## src/rtl/dpc_pkg.sv

```systemverilog
package dpc_pkg;

  localparam logic [7:0] OP_COLWIN   = 8'h15;
  localparam logic [7:0] OP_ROWWIN   = 8'h75;
  localparam logic [7:0] OP_CONTRAST = 8'h81;
  localparam logic [7:0] OP_ICONCUR  = 8'h92;
  localparam logic [7:0] OP_REMAP    = 8'ha0;
  localparam logic [7:0] OP_STARTLN  = 8'ha1;
  localparam logic [7:0] OP_OFFSET   = 8'ha2;
  localparam logic [7:0] OP_MODE_NRM = 8'ha4;
  localparam logic [7:0] OP_MODE_ON  = 8'ha5;
  localparam logic [7:0] OP_MODE_OFF = 8'ha6;
  localparam logic [7:0] OP_MODE_INV = 8'ha7;
  localparam logic [7:0] OP_MUX      = 8'ha8;
  localparam logic [7:0] OP_SLEEP_ON = 8'hae;
  localparam logic [7:0] OP_WAKE     = 8'haf;
  localparam logic [7:0] OP_GRAYDEF  = 8'hb7;
  localparam logic [7:0] OP_GRAYTAB  = 8'hb8;
  localparam logic [7:0] OP_NOP      = 8'he3;
  localparam logic [7:0] OP_LOCK     = 8'hfd;

  localparam logic [7:0] LOCK_SET    = 8'h13;
  localparam logic [7:0] LOCK_CLEAR  = 8'h12;

  typedef enum logic [1:0] {
    MODE_NORMAL  = 2'd0,
    MODE_ALL_ON  = 2'd1,
    MODE_ALL_OFF = 2'd2,
    MODE_INVERT  = 2'd3
  } disp_mode_e;

  // Limit an unsigned byte to [lo, hi].
  function automatic logic [7:0] clamp8(input logic [7:0] v,
                                        input logic [7:0] lo,
                                        input logic [7:0] hi);
    if (v < lo) return lo;
    if (v > hi) return hi;
    return v;
  endfunction

  // Parameter bytes an opcode takes; -1 for an unknown opcode.
  function automatic int param_count(input logic [7:0] op,
                                     input int icon_n,
                                     input int gray_n);
    case (op)
      OP_COLWIN, OP_ROWWIN:                         return 2;
      OP_CONTRAST, OP_REMAP, OP_STARTLN, OP_OFFSET,
      OP_MUX, OP_LOCK:                              return 1;
      OP_MODE_NRM, OP_MODE_ON, OP_MODE_OFF, OP_MODE_INV,
      OP_SLEEP_ON, OP_WAKE, OP_GRAYDEF, OP_NOP:     return 0;
      OP_GRAYTAB:                                   return gray_n;
      OP_ICONCUR:                                   return icon_n;
      default:                                      return -1;
    endcase
  endfunction

  // Reset pulse width of gray level k (k counts from 1).
  function automatic int gray_default(input int k);
    return 4 * k - 3;
  endfunction

endpackage

```

## src/rtl/dpc_decode.sv

```systemverilog
module dpc_decode
  import dpc_pkg::*;
#(
  parameter int ICON_N = 64,
  parameter int GRAY_N = 15,
  parameter int CNT_W  = 7
) (
  input  logic [7:0]       op,
  output logic             known,
  output logic [CNT_W-1:0] nparams
);

  int cnt;

  always_comb begin
    cnt     = param_count(op, ICON_N, GRAY_N);
    known   = (cnt >= 0);
    nparams = known ? CNT_W'(cnt) : '0;
  end

endmodule

```

## src/rtl/dpc_seq.sv

```systemverilog
module dpc_seq
  import dpc_pkg::*;
#(
  parameter int ICON_N = 64,
  parameter int GRAY_N = 15,
  parameter int CNT_W  = 7
) (
  input  logic             clk,
  input  logic             rst_n,
  input  logic             byte_vld,
  input  logic             is_cmd,
  input  logic [7:0]       byte_in,
  output logic             exec0_evt,
  output logic             param_evt,
  output logic             param_last,
  output logic [7:0]       param_op,
  output logic [CNT_W-1:0] param_idx,
  output logic             locked
);

  logic             busy_q;
  logic [7:0]       op_q;
  logic [CNT_W-1:0] idx_q;
  logic [CNT_W-1:0] need_q;
  logic             known;
  logic [CNT_W-1:0] nparams;
  logic             cmd_seen;
  logic             cmd_take;

  dpc_decode #(.ICON_N(ICON_N), .GRAY_N(GRAY_N), .CNT_W(CNT_W)) u_dec (
    .op      (byte_in),
    .known   (known),
    .nparams (nparams)
  );

  always_comb begin
    cmd_seen   = byte_vld && is_cmd;
    cmd_take   = cmd_seen && known && (!locked || byte_in == OP_LOCK);
    exec0_evt  = cmd_take && (nparams == '0);
    param_evt  = byte_vld && !is_cmd && busy_q;
    param_last = param_evt && (idx_q == need_q - CNT_W'(1));
    param_op   = op_q;
    param_idx  = idx_q;
  end

  always_ff @(posedge clk) begin
    if (!rst_n) begin
      busy_q <= 1'b0;
      op_q   <= '0;
      idx_q  <= '0;
      need_q <= '0;
      locked <= 1'b0;
    end else begin
      if (cmd_seen) begin
        // any command byte ends what was pending
        busy_q <= cmd_take && (nparams != '0);
        op_q   <= byte_in;
        idx_q  <= '0;
        need_q <= nparams;
      end else if (param_evt) begin
        idx_q <= idx_q + CNT_W'(1);
        if (param_last) busy_q <= 1'b0;
      end
      if (param_last && op_q == OP_LOCK) begin
        if (byte_in == LOCK_SET)        locked <= 1'b1;
        else if (byte_in == LOCK_CLEAR) locked <= 1'b0;
      end
    end
  end

  // while locked, the only command that can be collecting bytes is the lock command
  a_r9_locked_only_lock: assert property (@(posedge clk) disable iff (!rst_n)
    locked |-> (!busy_q || op_q == OP_LOCK));

  // an unknown opcode never leaves a parameter sequence open
  a_r11_unknown_no_pending: assert property (@(posedge clk) disable iff (!rst_n)
    (byte_vld && is_cmd && !known) |=> !busy_q);

endmodule

```

## src/rtl/dpc_regs.sv

```systemverilog
module dpc_regs
  import dpc_pkg::*;
#(
  parameter int COL_W  = 6,
  parameter int ROW_W  = 7,
  parameter int GRAY_N = 15,
  parameter int GRAY_W = 6,
  parameter int ICON_N = 64,
  parameter int ICON_W = 7,
  parameter int CNT_W  = 7
) (
  input  logic                     clk,
  input  logic                     rst_n,
  input  logic [7:0]               byte_in,
  input  logic                     exec0_evt,
  input  logic                     param_evt,
  input  logic                     param_last,
  input  logic [7:0]               param_op,
  input  logic [CNT_W-1:0]         param_idx,
  output logic [COL_W-1:0]         col_start,
  output logic [COL_W-1:0]         col_end,
  output logic [ROW_W-1:0]         row_start,
  output logic [ROW_W-1:0]         row_end,
  output logic [7:0]               contrast,
  output logic [4:0]               remap_bits,
  output logic [1:0]               disp_mode,
  output logic [ROW_W-1:0]         mux_ratio,
  output logic [ROW_W-1:0]         start_line,
  output logic [ROW_W-1:0]         line_offset,
  output logic                     sleeping,
  output logic [GRAY_N*GRAY_W-1:0] gray_flat,
  output logic [ICON_N*ICON_W-1:0] icon_flat
);

  localparam logic [7:0] COL_MAX8  = 8'((1 << COL_W) - 1);
  localparam logic [7:0] ROW_MAX8  = 8'((1 << ROW_W) - 1);
  localparam logic [7:0] GRAY_MAX8 = 8'((1 << GRAY_W) - 1);
  localparam logic [7:0] ICON_MAX8 = 8'((1 << ICON_W) - 1);
  localparam logic [7:0] MUX_MIN8  = 8'd15;

  logic [7:0]        stage0;
  logic [GRAY_W-1:0] gray_q   [GRAY_N];
  logic [GRAY_W-1:0] gray_stg [GRAY_N];
  logic [GRAY_W-1:0] gray_def [GRAY_N];
  logic [ICON_W-1:0] icon_q   [ICON_N];
  logic [ICON_W-1:0] icon_stg [ICON_N];

  logic [7:0] cl_col, cl_scol, cl_row, cl_srow, cl_mux, cl_gray, cl_icon;
  logic [COL_W-1:0]  new_col, new_scol;
  logic [ROW_W-1:0]  new_row, new_srow, new_mux;
  logic [GRAY_W-1:0] new_gray;
  logic [ICON_W-1:0] new_icon;
  logic              gray_commit, icon_commit;

  always_comb begin
    cl_col   = clamp8(byte_in, 8'd0, COL_MAX8);
    cl_scol  = clamp8(stage0,  8'd0, COL_MAX8);
    cl_row   = clamp8(byte_in, 8'd0, ROW_MAX8);
    cl_srow  = clamp8(stage0,  8'd0, ROW_MAX8);
    cl_mux   = clamp8(byte_in, MUX_MIN8, ROW_MAX8);
    cl_gray  = clamp8(byte_in, 8'd0, GRAY_MAX8);
    cl_icon  = clamp8(byte_in, 8'd0, ICON_MAX8);
    new_col  = cl_col[COL_W-1:0];
    new_scol = cl_scol[COL_W-1:0];
    new_row  = cl_row[ROW_W-1:0];
    new_srow = cl_srow[ROW_W-1:0];
    new_mux  = cl_mux[ROW_W-1:0];
    new_gray = cl_gray[GRAY_W-1:0];
    new_icon = cl_icon[ICON_W-1:0];
    gray_commit = param_last && param_op == OP_GRAYTAB;
    icon_commit = param_last && param_op == OP_ICONCUR;
  end

  for (genvar g = 0; g < GRAY_N; g++) begin : g_gray
    localparam int GD = gray_default(g + 1);
    localparam logic [7:0] GD8 = 8'(GD);
    assign gray_def[g] = GD8[GRAY_W-1:0];
    assign gray_flat[g*GRAY_W +: GRAY_W] = gray_q[g];
  end

  for (genvar i = 0; i < ICON_N; i++) begin : g_icon
    assign icon_flat[i*ICON_W +: ICON_W] = icon_q[i];
  end

  // scalar configuration
  always_ff @(posedge clk) begin
    if (!rst_n) begin
      stage0      <= '0;
      col_start   <= '0;
      col_end     <= COL_MAX8[COL_W-1:0];
      row_start   <= '0;
      row_end     <= ROW_MAX8[ROW_W-1:0];
      contrast    <= 8'h80;
      remap_bits  <= '0;
      disp_mode   <= MODE_NORMAL;
      mux_ratio   <= ROW_MAX8[ROW_W-1:0];
      start_line  <= '0;
      line_offset <= '0;
      sleeping    <= 1'b1;
    end else if (exec0_evt) begin
      case (byte_in)
        OP_MODE_NRM: disp_mode <= MODE_NORMAL;
        OP_MODE_ON:  disp_mode <= MODE_ALL_ON;
        OP_MODE_OFF: disp_mode <= MODE_ALL_OFF;
        OP_MODE_INV: disp_mode <= MODE_INVERT;
        OP_SLEEP_ON: sleeping  <= 1'b1;
        OP_WAKE:     sleeping  <= 1'b0;
        default: ;
      endcase
    end else if (param_evt) begin
      case (param_op)
        OP_COLWIN: begin
          if (!param_last) stage0 <= byte_in;
          else begin
            col_start <= new_scol;
            col_end   <= new_col;
          end
        end
        OP_ROWWIN: begin
          if (!param_last) stage0 <= byte_in;
          else begin
            row_start <= new_srow;
            row_end   <= new_row;
          end
        end
        OP_CONTRAST: contrast    <= byte_in;
        OP_REMAP:    remap_bits  <= {byte_in[6], byte_in[4], byte_in[2:0]};
        OP_STARTLN:  start_line  <= new_row;
        OP_OFFSET:   line_offset <= new_row;
        OP_MUX:      mux_ratio   <= new_mux;
        default: ;
      endcase
    end
  end

  // gray table: staged bytes, applied together on the last one
  always_ff @(posedge clk) begin
    if (!rst_n) begin
      for (int g = 0; g < GRAY_N; g++) begin
        gray_q[g]   <= gray_def[g];
        gray_stg[g] <= '0;
      end
    end else if (exec0_evt && byte_in == OP_GRAYDEF) begin
      for (int g = 0; g < GRAY_N; g++) gray_q[g] <= gray_def[g];
    end else if (param_evt && param_op == OP_GRAYTAB) begin
      for (int g = 0; g < GRAY_N; g++) begin
        if (param_idx == CNT_W'(g)) gray_stg[g] <= new_gray;
        if (gray_commit)
          gray_q[g] <= (param_idx == CNT_W'(g)) ? new_gray : gray_stg[g];
      end
    end
  end

  // icon current table: same staging scheme
  always_ff @(posedge clk) begin
    if (!rst_n) begin
      for (int i = 0; i < ICON_N; i++) begin
        icon_q[i]   <= '0;
        icon_stg[i] <= '0;
      end
    end else if (param_evt && param_op == OP_ICONCUR) begin
      for (int i = 0; i < ICON_N; i++) begin
        if (param_idx == CNT_W'(i)) icon_stg[i] <= new_icon;
        if (icon_commit)
          icon_q[i] <= (param_idx == CNT_W'(i)) ? new_icon : icon_stg[i];
      end
    end
  end

  // icon levels move only on the final byte of the icon command
  a_r8_icon_atomic: assert property (@(posedge clk) disable iff (!rst_n)
    !icon_commit |=> $stable(icon_flat));

  // gray table moves only on its final byte or on the restore command
  a_r7_gray_atomic: assert property (@(posedge clk) disable iff (!rst_n)
    (!gray_commit && !(exec0_evt && byte_in == OP_GRAYDEF)) |=> $stable(gray_flat));

  // a window pair changes only when its second byte arrives
  a_r2_window_atomic: assert property (@(posedge clk) disable iff (!rst_n)
    !(param_last && param_op == OP_COLWIN) |=> ($stable(col_start) && $stable(col_end)));

endmodule

```

## src/rtl/dpc_cmd_parser.sv

```systemverilog
module dpc_cmd_parser
  import dpc_pkg::*;
#(
  parameter int COL_W  = 6,
  parameter int ROW_W  = 7,
  parameter int GRAY_N = 15,
  parameter int GRAY_W = 6,
  parameter int ICON_N = 64,
  parameter int ICON_W = 7
) (
  input  logic                     clk,
  input  logic                     rst_n,
  input  logic                     byte_vld,
  input  logic                     is_cmd,
  input  logic [7:0]               byte_in,
  output logic [COL_W-1:0]         col_start,
  output logic [COL_W-1:0]         col_end,
  output logic [ROW_W-1:0]         row_start,
  output logic [ROW_W-1:0]         row_end,
  output logic [7:0]               contrast,
  output logic                     remap_col,
  output logic                     remap_nibble,
  output logic                     vert_incr,
  output logic                     com_reverse,
  output logic                     com_split,
  output logic [1:0]               disp_mode,
  output logic [ROW_W-1:0]         mux_ratio,
  output logic [ROW_W-1:0]         start_line,
  output logic [ROW_W-1:0]         line_offset,
  output logic                     sleeping,
  output logic [7:0]               status,
  output logic [GRAY_N*GRAY_W-1:0] gray_pw,
  output logic [ICON_N*ICON_W-1:0] icon_lvl
);

  localparam int MAXP  = (ICON_N > GRAY_N) ? ICON_N : GRAY_N;
  localparam int CNT_W = $clog2(MAXP + 1);
  localparam logic [ROW_W-1:0] MUX_MIN = ROW_W'(15);

  logic             exec0_evt;
  logic             param_evt;
  logic             param_last;
  logic [7:0]       param_op;
  logic [CNT_W-1:0] param_idx;
  logic             locked;
  logic [4:0]       remap_bits;

  dpc_seq #(.ICON_N(ICON_N), .GRAY_N(GRAY_N), .CNT_W(CNT_W)) u_seq (
    .clk        (clk),
    .rst_n      (rst_n),
    .byte_vld   (byte_vld),
    .is_cmd     (is_cmd),
    .byte_in    (byte_in),
    .exec0_evt  (exec0_evt),
    .param_evt  (param_evt),
    .param_last (param_last),
    .param_op   (param_op),
    .param_idx  (param_idx),
    .locked     (locked)
  );

  dpc_regs #(
    .COL_W(COL_W), .ROW_W(ROW_W), .GRAY_N(GRAY_N), .GRAY_W(GRAY_W),
    .ICON_N(ICON_N), .ICON_W(ICON_W), .CNT_W(CNT_W)
  ) u_regs (
    .clk         (clk),
    .rst_n       (rst_n),
    .byte_in     (byte_in),
    .exec0_evt   (exec0_evt),
    .param_evt   (param_evt),
    .param_last  (param_last),
    .param_op    (param_op),
    .param_idx   (param_idx),
    .col_start   (col_start),
    .col_end     (col_end),
    .row_start   (row_start),
    .row_end     (row_end),
    .contrast    (contrast),
    .remap_bits  (remap_bits),
    .disp_mode   (disp_mode),
    .mux_ratio   (mux_ratio),
    .start_line  (start_line),
    .line_offset (line_offset),
    .sleeping    (sleeping),
    .gray_flat   (gray_pw),
    .icon_flat   (icon_lvl)
  );

  assign remap_col    = remap_bits[0];
  assign remap_nibble = remap_bits[1];
  assign vert_incr    = remap_bits[2];
  assign com_reverse  = remap_bits[3];
  assign com_split    = remap_bits[4];
  assign status       = {1'b0, sleeping, 6'b0};

  // a locked interface leaves mode, sleep and contrast untouched
  a_r9_lock_freezes: assert property (@(posedge clk) disable iff (!rst_n)
    (locked && byte_vld && is_cmd && byte_in != OP_LOCK)
      |=> ($stable(disp_mode) && $stable(sleeping) && $stable(contrast)));

  // the sleep opcode, when accepted, shows up in the status byte next cycle
  a_r6_sleep_status: assert property (@(posedge clk) disable iff (!rst_n)
    (!locked && byte_vld && is_cmd && byte_in == OP_SLEEP_ON) |=> (sleeping && status[6]));

  // multiplex value never drops below its floor
  a_r5_mux_floor: assert property (@(posedge clk) disable iff (!rst_n)
    mux_ratio >= MUX_MIN);

  // data with nothing pending never opens a change
  a_r13_idle_data: assert property (@(posedge clk) disable iff (!rst_n)
    (byte_vld && !is_cmd && !param_evt) |=> ($stable(contrast) && $stable(mux_ratio)));

endmodule

```

## config.mk

```make
export PLATFORM = sky130hd
export DESIGN_NAME = dpc_cmd_parser
export DESIGN_NICKNAME = d
export VERILOG_FILES = /design/src/rtl/dpc_pkg.sv /design/src/rtl/dpc_decode.sv /design/src/rtl/dpc_seq.sv /design/src/rtl/dpc_regs.sv /design/src/rtl/dpc_cmd_parser.sv
export SDC_FILE = /design/constraint.sdc
export NUM_CORES = 2
export LEC_CHECK = 0
export BUFFER_PORTS_ARGS = -buffer_cell sky130_fd_sc_hd__buf_2
export CORE_ASPECT_RATIO = 0.7
export CORE_UTILIZATION = 40
export DETAILED_ROUTE_END_ITERATION = 12
export GPL_TIMING_DRIVEN = 0
export PLACE_DENSITY_LB_ADDON = 0.1
export SKIP_CTS_REPAIR_TIMING = 1
export SLEW_MARGIN = 25
export SYNTH_ARGS = -nofsm -noshare
export SYNTH_HDL_FRONTEND = slang
export SYNTH_SLANG_ARGS = --single-unit
```

## constraint.sdc

```tcl
create_clock -name clk -period 48 [get_ports clk]
set_input_delay 9.6 -clock clk [delete_from_list [all_inputs] [get_ports clk]]
set_output_delay 9.6 -clock clk [all_outputs]
set_load 0.005 [all_outputs]
```

==> qor.csv <==
stage,metric,value,unit
synth,synth_edf_count,1070,
global_route,grt_pass1_wl,236.7,mm
critical_path,crit_top_cell,buf_16,
sta,fin_crit,12.81,ns
critical_path,crit_type,in2reg,
drt,route.vias.total,33780,
sta,layout_setup_ws,35.19,ns
clock_tree,cts_tree,built,
critical_path,r2r_end,u_regs.icon_q[0][426]$_SDFFCE_PN0P_,
drt,drtIter0Drc,4492,
synth,async_reset_ff_frac,0,
synth,avgSynthCellArea,13.26,sq um
global_route,grt_max_degree,26,
global_route,track_usage,0.2845,
critical_path,timing.critical_path.cells,buf_2 -> clkbuf_1 -> clkbuf_1 -> clkbuf_1 -> o21ai_4 -> buf_12 -> buf_16 -> buf_16 -> buf_16 -> buf_16,
die,pin_count,621,
power_and_ir_drop,vdd_drop_max,0.03016,mV
die,die_h,288.5,um
critical_path,critPathTopFamily,buffers and inverters,
synth,syn_inst,3535,
placed_design,placed_cells,5727,
drt,drc,0,
final_layout,fin_util,0.4929,
critical_path,required,48.48,ns
sta,whs,0.4598,ns
power_and_ir_drop,finalPower,2263,uW
critical_path,critPathLaunchType,input pin,
clock_tree,path_clk_slew,0.06,ns
synth,yosys-top-cells-count,"1,070 x edfxtp_1, 674 x nor2_1, 441 x nand2_1",
final_layout,nNetsFinal,4326,
power_and_ir_drop,powerDensity,39.73,nW/um^2
critical_path,crit_path_end_kind,flop,
clock_tree,clockRootBuffer,clkbuf_16,
sta,min_period_over_period,0.2670,
synth,synth.most_common_cell,edfxtp_1,
placed_design,io_buffers,611,
clock_tree,clock_sinks,1169,
placed_design,place_hpwl,124.1,mm
global_route,grt_pass1_vias,31320,
die,start_util,0.4058,
die,rows,104,
critical_path,r2r_cells,15,
final_layout,fin_cells,5951,
sta,slew_headroom,0.2256,
drt,ant_nets,0,
final_layout,fillers,10300,
synth,synth_ff_type,edfxtp_1,
synth,synth_warnings,0,
critical_path,reg2reg_from,u_seq.need_q[0]$_SDFFE_PN0P_,
synth,netlist_top_cells_area,"edfxtp_1 69%, nor2_1 5.4%, o211a_1 4.8%",
die,die_area,118600,sq um
critical_path,r2r_slack,43.51,ns
critical_path,crit_path_end,u_regs.icon_q[0][426]$_SDFFCE_PN0P_,
critical_path,cp_slowest_cell,clkbuf_1,
sta,slew_violations,0,
die,core-area,115600,sq um
sta,worst_pin_slew,1.162,ns
placed_design,post-place-ws,34.54,ns
min_path,holdCritPathClass,reg2reg,
status,status,finished clean,
drt,first_pass_iters,6,
drt,avgRoutedWirePerCell,29.08,um
sta,setup_viol,0,
sta,clock_skew,0.02734,ns
clock_tree,clockBufferDepth,3,
job,drv_cap,0,
global_route,antenna_found_initial,17,
synth,synthesis.area,46890,sq um
drt,viasPerCell,5.676,
critical_path,arrival,13.29,ns
critical_path,path_buf_inv,9,
critical_path,crit_fanout,24,
synth,synth_cell_types,57,
final_layout,drive_above_1_share,0.2161,
die,die_w,411.2,um
clock_tree,htreeDepth,3,
critical_path,cp.depth,10,
synth,ys_seq_elements,1169,
global_route,gr-total-overflow,0,
placed_design,gp_congestion,0.8794,
final_layout,area_growth,21.46,%
critical_path,critPathLaunch,rst_n,
sta,rsz0062_at_grt,no,
power_and_ir_drop,power.leakage,0.02179,uW
critical_path,critPathMaxStageDelay,0.86,ns
synth,synth_top_area_frac,0.6853,
synth,post-synth-top-area-cell,edfxtp_1,
synth,ys_seq_area_frac,0.7275,
sta,hold_viol,0,
clock_tree,cts_made_buffers,116,
clock_tree,clkLatencyLatePin,0.74,ns
drt,finalWirelength,173.0,mm
sta,max_freq,78.04,MHz
-- worst min-delay path by stage --
stage	startpoint	end	slack, ns	cells after the start
global route	u_regs.disp_mode[0]$_SDFFE_PN0P_	u_regs.disp_mode[0]$_SDFFE_PN0P_	0.48	2
floorplan	u_seq.locked$_SDFFE_PN0P_	u_seq.locked$_SDFFE_PN0P_	0.44	2
global placement	u_regs.row_start[6]$_SDFFE_PN0P_	u_regs.row_start[6]$_SDFFE_PN0P_	0.44	2
CTS	u_regs.disp_mode[0]$_SDFFE_PN0P_	u_regs.disp_mode[0]$_SDFFE_PN0P_	0.46	2
finish	u_regs.disp_mode[0]$_SDFFE_PN0P_	u_regs.disp_mode[0]$_SDFFE_PN0P_	0.46	2
detailed placement	u_regs.disp_mode[0]$_SDFFE_PN0P_	u_regs.disp_mode[0]$_SDFFE_PN0P_	0.45	2
-- per-layer routing --
metal  global-route usage  vias to the layer above  routed length (um)
li1                     -                    14680                   -
met1               0.4306                    17120               75870
met2               0.4132                     1729               75350
met3              0.05704                      246               16830
met4              0.07965                        6                4935
met5                    0                        -                  36
-- cell usage in the layout (no fill, tap or decap), types with 16 or more instances in the layout --
| cell type | instances |
|---|---|
| edfxtp_1 | 1070 |
| buf_2 | 671 |
| nor2_1 | 670 |
| nand2_1 | 441 |
| a211oi_1 | 279 |
| clkbuf_1 | 253 |
| o211a_1 | 225 |
| clkbuf_16 | 117 |
| dfxtp_1 | 99 |
| o21ai_0 | 47 |
| o211ai_1 | 45 |
| nand3_1 | 36 |
| buf_16 | 31 |
| mux2i_1 | 28 |
| clkinv_2 | 25 |
| o21ai_1 | 23 |
| and2_1 | 22 |
| clkinv_1 | 21 |
| bufinv_16 | 19 |
| nor2b_1 | 16 |
-- worst min-delay path: cells and delay by family (launching register included) --
kind	cells	cell delay [ns]
mux	1	0.05
simple gates	1	0.05
flops	1	0.31
-- area by class of cell --
| cell class | count | area (sq um) | share of cell area |
|---|---|---|---|
| multi-input cells | 2041 | 11540 | 0.2026 |
| clock inverters | 82 | 960.9 | 0.01687 |
| repair buffers | 649 | 4028 | 0.07072 |
| flip-flops and latches | 1169 | 34110 | 0.5990 |
| inverters | 7 | 26.28 | 0.0004614 |
| well taps | 1537 | 1923 | 0.03377 |
| plain buffers | 324 | 1346 | 0.02364 |
| clock buffers | 137 | 3003 | 0.05273 |
| diodes | 5 | 12.51 | 0.0002197 |
-- registers in the layout (all words and copies together), names as in the netlist, 7 cells and up --
signal,cells
u_seq.param_idx,7
u_regs.row_end,7
u_regs.icon_q,448
u_regs.contrast,8
u_regs.row_start,7
u_regs.stage0,8
u_regs.icon_stg,448
u_regs.line_offset,7
u_regs.gray_q,90
u_regs.mux_ratio,7
u_seq.param_op,8
u_regs.start_line,7
u_regs.gray_stg,90
-- cells by family after synthesis --
kind of cell	after synthesis	share of synthesized area
other	1	0.00007998
adder cells (fa/ha/maj)	6	0.001601
XOR/XNOR	14	0.002615
AO/OA/AOI/OAI	693	0.1192
multiplexers	36	0.007899
buffers and inverters	331	0.02890
AND/OR/NAND/NOR	1285	0.1122
flip-flops	1169	0.7275
-- power by group --
group / switching, uW / leakage [uW] / internal (uW)
sequential: 17.0 / 0.0114 / 1160
combinational: 80.5 / 0.00850 / 40.2
clock: 410 / 0.00193 / 551
total: 508 / 0.0218 / 1750
-- stage by stage --
stage          area [sq um]   TNS, ns
4_1_cts               56920         0
3_3_place_gp          51890  -5323.32
3_5_place_dp          52960         0
2_1_floorplan         46910         0
5_1_grt               56940         0
6_report              56950         0
(Power assumes the default switching activity.)
